[config.mk]
export PLATFORM = sky130hd
export DESIGN_NAME = dcb_noise_shaped
export DESIGN_NICKNAME = d
export VERILOG_FILES = /design/src/rtl/dcb_pkg.sv /design/src/rtl/dcb_state_bank.sv /design/src/rtl/dcb_datapath.sv /design/src/rtl/dcb_burst_ctrl.sv /design/src/rtl/dcb_noise_shaped.sv
export SDC_FILE = /design/constraint.sdc
export NUM_CORES = 1
export LEC_CHECK = 0
export ABC_AREA = 0
export BUFFER_PORTS_ARGS = -buffer_cell sky130_fd_sc_hd__buf_2
export CAP_MARGIN = 5
export CORE_MARGIN = 3
export CORE_UTILIZATION = 49
export DETAILED_ROUTE_END_ITERATION = 16
export PLACE_DENSITY = 0.66
export SKIP_CTS_REPAIR_TIMING = 1
export SLEW_MARGIN = 30
export SYNTH_ARGS = -nofsm -noshare
export SYNTH_HDL_FRONTEND = slang
export SYNTH_SLANG_ARGS = --single-unit
[constraint.sdc]
create_clock -name clk -period 10.9 [get_ports clk]
set_input_delay 0.545 -clock clk [delete_from_list [all_inputs] [get_ports clk]]
set_output_delay 0.545 -clock clk [all_outputs]
set_load 0.005 [all_outputs]
[src/rtl/dcb_pkg.sv]
package dcb_pkg;
  localparam int SMP_W = 16;
  localparam int LOW_W = 16;
  localparam int GRD_W = 8;
  localparam int HI_W  = GRD_W + SMP_W;
  localparam int ACC_W = HI_W + LOW_W;

  typedef logic signed [SMP_W-1:0] smp_t;
  typedef logic signed [ACC_W-1:0] acc_t;

  typedef struct packed {
    smp_t x_last;
    acc_t acc;
  } ch_state_t;

  function automatic smp_t clamp_hi(input acc_t a);
    logic signed [HI_W-1:0] hi;
    hi = a[ACC_W-1:LOW_W];
    if (hi > $signed({{GRD_W{1'b0}}, 1'b0, {(SMP_W-1){1'b1}}}))
      return {1'b0, {(SMP_W-1){1'b1}}};
    else if (hi < $signed({{GRD_W{1'b1}}, 1'b1, {(SMP_W-1){1'b0}}}))
      return {1'b1, {(SMP_W-1){1'b0}}};
    else
      return hi[SMP_W-1:0];
  endfunction
endpackage

[src/rtl/dcb_state_bank.sv]
module dcb_state_bank
  import dcb_pkg::*;
#(
  parameter int NUM_CH = 8,
  localparam int CH_W = $clog2(NUM_CH)
) (
  input  logic            clk,
  input  logic            rst,
  input  logic [CH_W-1:0] rd_idx,
  output ch_state_t       rd_state,
  input  logic            wr_en,
  input  logic [CH_W-1:0] wr_idx,
  input  ch_state_t       wr_state
);
  ch_state_t slots [NUM_CH];

  for (genvar g = 0; g < NUM_CH; g++) begin : g_slot
    always_ff @(posedge clk) begin
      if (rst)
        slots[g] <= '0;
      else if (wr_en && wr_idx == CH_W'(g))
        slots[g] <= wr_state;
    end
  end

  assign rd_state = slots[rd_idx];
endmodule

[src/rtl/dcb_datapath.sv]
module dcb_datapath
  import dcb_pkg::*;
#(
  parameter int COEF     = -3,
  parameter int USE_GAIN = 0,
  parameter int GAIN     = 32766
) (
  input  ch_state_t cur,
  input  smp_t      x_in,
  output ch_state_t nxt,
  output smp_t      y_out
);
  localparam logic signed [SMP_W-1:0] COEF_V = SMP_W'(COEF);
  localparam logic signed [SMP_W:0]   GAIN_V = (SMP_W+1)'(GAIN);

  logic signed [SMP_W:0]     diff;
  logic signed [2*SMP_W-1:0] fb_prod;
  acc_t                      ff_term;
  acc_t                      fb_term;

  assign y_out   = clamp_hi(cur.acc);
  assign diff    = (SMP_W+1)'($signed(x_in)) - (SMP_W+1)'($signed(cur.x_last));
  assign fb_prod = (2*SMP_W)'(COEF_V) * (2*SMP_W)'(y_out);
  assign fb_term = acc_t'(fb_prod) <<< 1;

  if (USE_GAIN != 0) begin : g_gain
    logic signed [2*SMP_W+1:0] g_prod;
    assign g_prod  = (2*SMP_W+2)'(GAIN_V) * (2*SMP_W+2)'(diff);
    assign ff_term = acc_t'(g_prod) <<< 1;
  end else begin : g_plain
    assign ff_term = acc_t'(diff) <<< LOW_W;
  end

  assign nxt.acc    = cur.acc + ff_term + fb_term;
  assign nxt.x_last = x_in;
endmodule

[src/rtl/dcb_burst_ctrl.sv]
module dcb_burst_ctrl #(
  parameter int NUM_CH    = 8,
  parameter int BURST_LEN = 4,
  localparam int CH_W  = $clog2(NUM_CH),
  localparam int CNT_W = $clog2(BURST_LEN + 1)
) (
  input  logic            clk,
  input  logic            rst,
  input  logic            fire,
  input  logic [CH_W-1:0] tag,
  output logic            take,
  output logic            first,
  output logic            last,
  output logic            in_burst,
  output logic [CH_W-1:0] burst_ch,
  output logic [CH_W-1:0] active_ch,
  output logic            err_flag
);
  logic [CNT_W-1:0] beat_q;
  logic             tag_ok;

  assign in_burst  = (beat_q != '0);
  assign first     = !in_burst;
  assign last      = (beat_q == CNT_W'(BURST_LEN - 1));
  assign tag_ok    = !in_burst || (tag == burst_ch);
  assign take      = fire && tag_ok;
  assign active_ch = in_burst ? burst_ch : tag;

  always_ff @(posedge clk) begin
    if (rst) begin
      beat_q   <= '0;
      burst_ch <= '0;
      err_flag <= 1'b0;
    end else begin
      if (take) begin
        beat_q <= last ? '0 : beat_q + 1'b1;
        if (first) burst_ch <= tag;
      end
      if (fire && !tag_ok) err_flag <= 1'b1;
    end
  end
endmodule

[src/rtl/dcb_noise_shaped.sv]
module dcb_noise_shaped
  import dcb_pkg::*;
#(
  parameter int NUM_CH    = 8,
  parameter int BURST_LEN = 4,
  parameter int COEF      = -3,
  parameter int USE_GAIN  = 0,
  parameter int GAIN      = 32766,
  localparam int CH_W = $clog2(NUM_CH)
) (
  input  logic             clk,
  input  logic             rst,
  input  logic             in_valid,
  output logic             in_ready,
  input  logic [SMP_W-1:0] in_data,
  input  logic [CH_W-1:0]  in_chan,
  output logic             out_valid,
  input  logic             out_ready,
  output logic [SMP_W-1:0] out_data,
  output logic [CH_W-1:0]  out_chan,
  output logic             err_flag
);
  logic            take, first, last, in_burst;
  logic [CH_W-1:0] burst_ch, active_ch;
  ch_state_t       bank_rd, work_q, cur, nxt;
  smp_t            y_out;

  assign in_ready = !out_valid || out_ready;

  dcb_burst_ctrl #(.NUM_CH(NUM_CH), .BURST_LEN(BURST_LEN)) u_ctrl (
    .clk(clk), .rst(rst), .fire(in_valid && in_ready), .tag(in_chan),
    .take(take), .first(first), .last(last), .in_burst(in_burst),
    .burst_ch(burst_ch), .active_ch(active_ch), .err_flag(err_flag)
  );

  dcb_state_bank #(.NUM_CH(NUM_CH)) u_bank (
    .clk(clk), .rst(rst), .rd_idx(in_chan), .rd_state(bank_rd),
    .wr_en(take && last), .wr_idx(active_ch), .wr_state(nxt)
  );

  assign cur = first ? bank_rd : work_q;

  dcb_datapath #(.COEF(COEF), .USE_GAIN(USE_GAIN), .GAIN(GAIN)) u_dp (
    .cur(cur), .x_in(in_data), .nxt(nxt), .y_out(y_out)
  );

  always_ff @(posedge clk) begin
    if (rst) begin
      work_q    <= '0;
      out_valid <= 1'b0;
      out_data  <= '0;
      out_chan  <= '0;
    end else begin
      if (take) begin
        work_q    <= nxt;
        out_valid <= 1'b1;
        out_data  <= y_out;
        out_chan  <= active_ch;
      end else if (out_ready) begin
        out_valid <= 1'b0;
      end
    end
  end
endmodule

After elaboration in Yosys (flattened, before gate mapping)

Memories as Yosys holds them, arrays and structs flattened.
Cells that the tools add are included.

Register bits: 80
RAM bits: 448
Input port bits: 23
Output and inout bits: 22
Memories kept: 1

Add/subtract/negate cells: 4
$mul: 1
$lt $le $gt $ge: 2
Equal/unequal tests: 9
Muxes and demuxes: 41
Bitwise operators: 8
Reduce and logical (&&, ||, !) cells: 20

Memory list:

| name         | words | bits a word | rd ports | clocked after memory_dff | write ports | RTL line             | source |
|---|---|---|---|---|---|---|---|
| u_bank.slots | 8     | 56          | 1        | 0                        | 8           | dcb_state_bank.sv:15 | `ch_state_t slots [NUM_CH];` |

Operator list:

| kind                                                            | count |
|---|---|
| two-way mux 56 bit                                              | 9 |
| adder 40 x 20 -> 40 bit                                         | 1 |
| adder 40 x 33 -> 40 bit                                         | 1 |
| two-way mux 16 bit                                              | 2 |
| two-way mux 1 bit                                               | 28 |
| greater-than comparator 24 x 16 -> 1 bit, second input constant | 1 |
| < comparator 24 x 16 -> 1 bit, second input constant            | 1 |
| multiplier 3 x 16 -> 19 bit, first input constant               | 1 |
| subtractor 16 x 16 -> 17 bit                                    | 1 |
| == test 3 bit, second input constant                            | 4 |
| logical AND 1 bit                                               | 12 |
| == test 3 x 2 -> 1 bit, second input constant                   | 3 |
| bitwise OR 1 bit                                                | 8 |
| two-way mux 3 bit                                               | 2 |
| adder 3 x 1 -> 3 bit, second input constant                     | 1 |
| == test 3 x 1 -> 1 bit, second input constant                   | 1 |
| == test 3 bit                                                   | 1 |
| logical NOT 1 bit                                               | 3 |
| logical NOT 3 bit                                               | 1 |
| nonzero test 3 bit                                              | 1 |
| logical OR 1 bit                                                | 2 |
| nonzero test 2 bit                                              | 1 |

Longest topological paths before layout

Depth after elaboration: 10
Depth in mapped cells: 39

By module

Synthesis repeated with hierarchy kept, for this count alone.

Cell total of the unflattened synthesis: 2265
Area, all modules: 28463.5 sq um

By module, submodules not included:

| module           | times used | cells an instance | area an instance (sq um) |
|---|---|---|---|
| dcb_state_bank   | 1          | 1268              | 19738.9 |
| dcb_datapath     | 1          | 636               | 4897.2 |
| dcb_noise_shaped | 1          | 310               | 3410.8 |
| dcb_burst_ctrl   | 1          | 51                | 416.6 |

Worst setup path before layout

Ideal clock, no wire load.

Path type: input port to flip-flop
Start point: in in_chan[0]
End point: mem u_bank.slots[1][36] (netlist bit), data pin
Library setup time: 0.282 ns
Arrival time: 8.896 ns
Path slack: 1.722 ns
Stages: 33
Cells stage by stage: buf_4 buf_6 mux4_2 mux2i_1 nor2_1 a21oi_1 nand4_1 o21ai_2 buf_4 o21a_1 inv_1 ha_1 ha_1 ha_1 a21o_1 nand4_1 nand2_1 o31ai_4 o21ai_0 xnor2_1 fa_1 inv_1 ha_1 clkbuf_1 a21oi_1 nor2b_1 o21a_1 o21ai_0 nand2b_1 a211oi_1 a21oi_1 nor3_1 nor3_1

RTL lines:

| what               | RTL line               | source |
|---|---|---|
| start: declaration | dcb_noise_shaped.sv:16 | `input logic [CH_W-1:0] in_chan,` |
| end: declaration   | dcb_state_bank.sv:15   |  |

==> flow_summary.toml <==
[floorplan]
ioPinCount = 45
core-area_mm2 = 0.0542
start_util_pct = 49.9
die_w_um = 241
die_h_um = 241
die-area_mm2 = 0.0581
rows = 85

[drt]
drtAntennaViolNets = 0
drt_first_pass_iters = 6
wl_per_cell_um = 24.3
detail_route.iter0.violations = 1681
drt-total-wl_um = 72700
drc = 0
vias = 18143
vias_per_cell = 6.05

[yosys]
syn_nets = 2414
syn_inst = 2250
synth_async_sr_flop_share_pct = 0
ys.flop_type = "edfxtp_1"
synthesis.area_mm2 = 0.0271
ys_seq_area_share_pct = 54.7
synth_area_per_cell_um2 = 12.0
ys_types = 71
ys_seq_elements = 519
synth-edff-count = 440
yosys_warnings = 0

[critical_path]
worstSetupStartpointType = "register"
crit_path_frequent_cell = "ha_1"
cpMaxStageDelayCell = "o21ai_2"
worstSetupPathType = "reg2reg"
r2r_slack_ns = 1.38
crit_path_max_fanout = 49
max_stage_delay_ns = 0.57
path_buf_inv = 3
crit_family = "compound AO/OA/AOI/OAI gates"
cp.arrival_ns = 9.84
end_kind = "register"
required_ns = 11.22

[sta]
tightest_slew_ns = 1.01
hold_viol = 0
finalSetupViolCount = 0
post-route-min-period_ns = 9.52
relSlewSlack_pct = 32.6
fin_crit_sh_pct = 87.3
fmax_ghz = 0.105
clock_skew_ns = 0.0147
setup_ws_ns = 1.38
grt_setup_unrepaired = "false"
tns_ns = 0
slew_violations = 0

[clock_tree]
htree_num_levels = 2
cts_tree = "yes"
cts_buffers = 56
clk_pin_slew_ns = 0.06
clock_sinks = 519
clock-root-buffer = "clkbuf_16"
clk_latency_ns = 0.61
clockBufferDepth = 3

[global_routing]
grt_max_degree = 70
grt_use_total_pct = 25.5
overflow = 0
grt_pass1_wl_um = 111000
grt_antenna_before_repair = 0
grt_pass1_vias = 18162

[placed_design]
dpl_worst_slack_ns = 1.15
gp_congestion = 0.916
portBuffers = 44
hpwl_um = 44300

[min_path]
holdCritPathClass = "in2reg"

[finish]
area_delta_synth_final_pct = 10.6
drive_above_1_share_pct = 14.2
antennaDiodeCount = 0
final_nets = 2423

[status]
status = "complete, no violations"

[flow_run]
maxCapViolCount = 0
[cell usage after synthesis (10+ instances only)]
cell / n / area share [%]
buf_2: 27 / 0.50
inv_1: 91 / 1.3
a21oi_1: 144 / 2.7
a21o_1: 34 / 0.94
mux2i_1: 57 / 2.1
a31oi_1: 10 / 0.23
buf_1: 21 / 0.29
and3_1: 44 / 1.0
edfxtp_1: 440 / 49
nand2_1: 123 / 1.7
nor2_1: 407 / 5.6
clkbuf_1: 79 / 1.1
nand2b_1: 15 / 0.35
dfxtp_1: 79 / 5.8
o21ai_0: 56 / 1.0
a211oi_1: 24 / 0.67
nand4_1: 15 / 0.35
o21bai_1: 10 / 0.28
o21a_1: 26 / 0.72
xor2_1: 30 / 0.97
fa_1: 27 / 2.0
and2_1: 110 / 2.5
ha_1: 114 / 5.3
mux4_2: 110 / 9.2
nand3_1: 25 / 0.46
xnor2_1: 29 / 0.94
nor3_1: 19 / 0.35
[state kept, by name, summed over array words and instances, names as in the netlist]
signal	flops
u_ctrl.burst_ch	3
u_bank.slots	440
u_ctrl.beat_q	3
work_q	55
out_data	16
out_valid	1
u_ctrl.err_flag	1
[layer usage]
metal / part of all wire [%] / track usage [%] / up-vias
li1: - / - / 8162
met1: 43 / 35.5 / 9123
met2: 47 / 42.2 / 713
met3: 6.9 / 3.28 / 145
met4: 3.0 / 7.60 / 0
met5: 0 / 0 / -
[tightest hold or removal path: stages]
cell	delay [ns]
buf_2	0.09
a31oi_1	0.07
nor2_1	0.07
[layout by cell type, fill, tap and decap left out, types with 24 or more instances in the layout]
cell | Yosys | routed
and2_1 | 110 | 110
xor2_1 | 30 | 30
clkbuf_16 | 0 | 57
dfxtp_1 | 79 | 79
a21oi_1 | 144 | 144
nand2_1 | 123 | 119
fa_1 | 27 | 27
mux4_2 | 110 | 110
a211oi_1 | 24 | 24
ha_1 | 114 | 114
o21ai_0 | 56 | 50
xnor2_1 | 29 | 27
mux2i_1 | 57 | 57
nor2_1 | 407 | 404
buf_2 | 27 | 40
inv_1 | 91 | 91
edfxtp_1 | 440 | 440
buf_4 | 2 | 42
o21a_1 | 26 | 26
a21o_1 | 34 | 34
and3_1 | 44 | 44
[kinds of logic after synthesis]
logic type               count (synthesis)  synth area share [%]
AND/OR/NAND/NOR                        789                  13.3
flip-flops                             519                  54.7
AO/OA/AOI/OAI                          345                  7.95
buffers and inverters                  225                  3.34
multiplexers                           169                  11.4
adder cells (fa/ha/maj)                141                  7.27
XOR/XNOR                                62                  2.11
[area by class of cell]
class | instances | area, µm²
Fill cell | 4507 | 24300
Sequential cell | 519 | 14800
Multi-Input combinational cell | 1506 | 11500
Clock buffer | 69 | 1510
Tap cell | 696 | 871
Timing Repair Buffer | 84 | 554
Inverter | 92 | 345
Clock inverter | 33 | 314
[worst paths after layout]
kind / from / end / depth (start not counted)
worst max-delay path: u_ctrl.beat_q[0]$_SDFFE_PP0P_ / u_bank.slots[6][37]$_SDFFCE_PN0P_ / 33
worst min-delay path: in_valid / u_ctrl.err_flag$_SDFFE_PP0P_ / 3
worst max register to register: u_ctrl.beat_q[0]$_SDFFE_PP0P_ / u_bank.slots[6][37]$_SDFFCE_PN0P_ / 33
worst min register to register: work_q[48]$_SDFFE_PP0P_ / work_q[48]$_SDFFE_PP0P_ / 2
[through the flow]
step	hold slack, ns	utilization, %	instance area, µm²	cells
4_1_cts	0.174	55.1	29900	2999
6_report	0.207	55.2	29900	2999
3_3_place_gp	0.440	51.7	28000	2896
2_1_floorplan	0.428	-	27100	2250
5_1_grt	0.214	55.2	29900	2999
3_5_place_dp	0.447	51.8	28100	2897
Power is left out: the tool's default activity adds up to more than one toggle a clock period on the data nets, which glitch-free logic cannot reach.
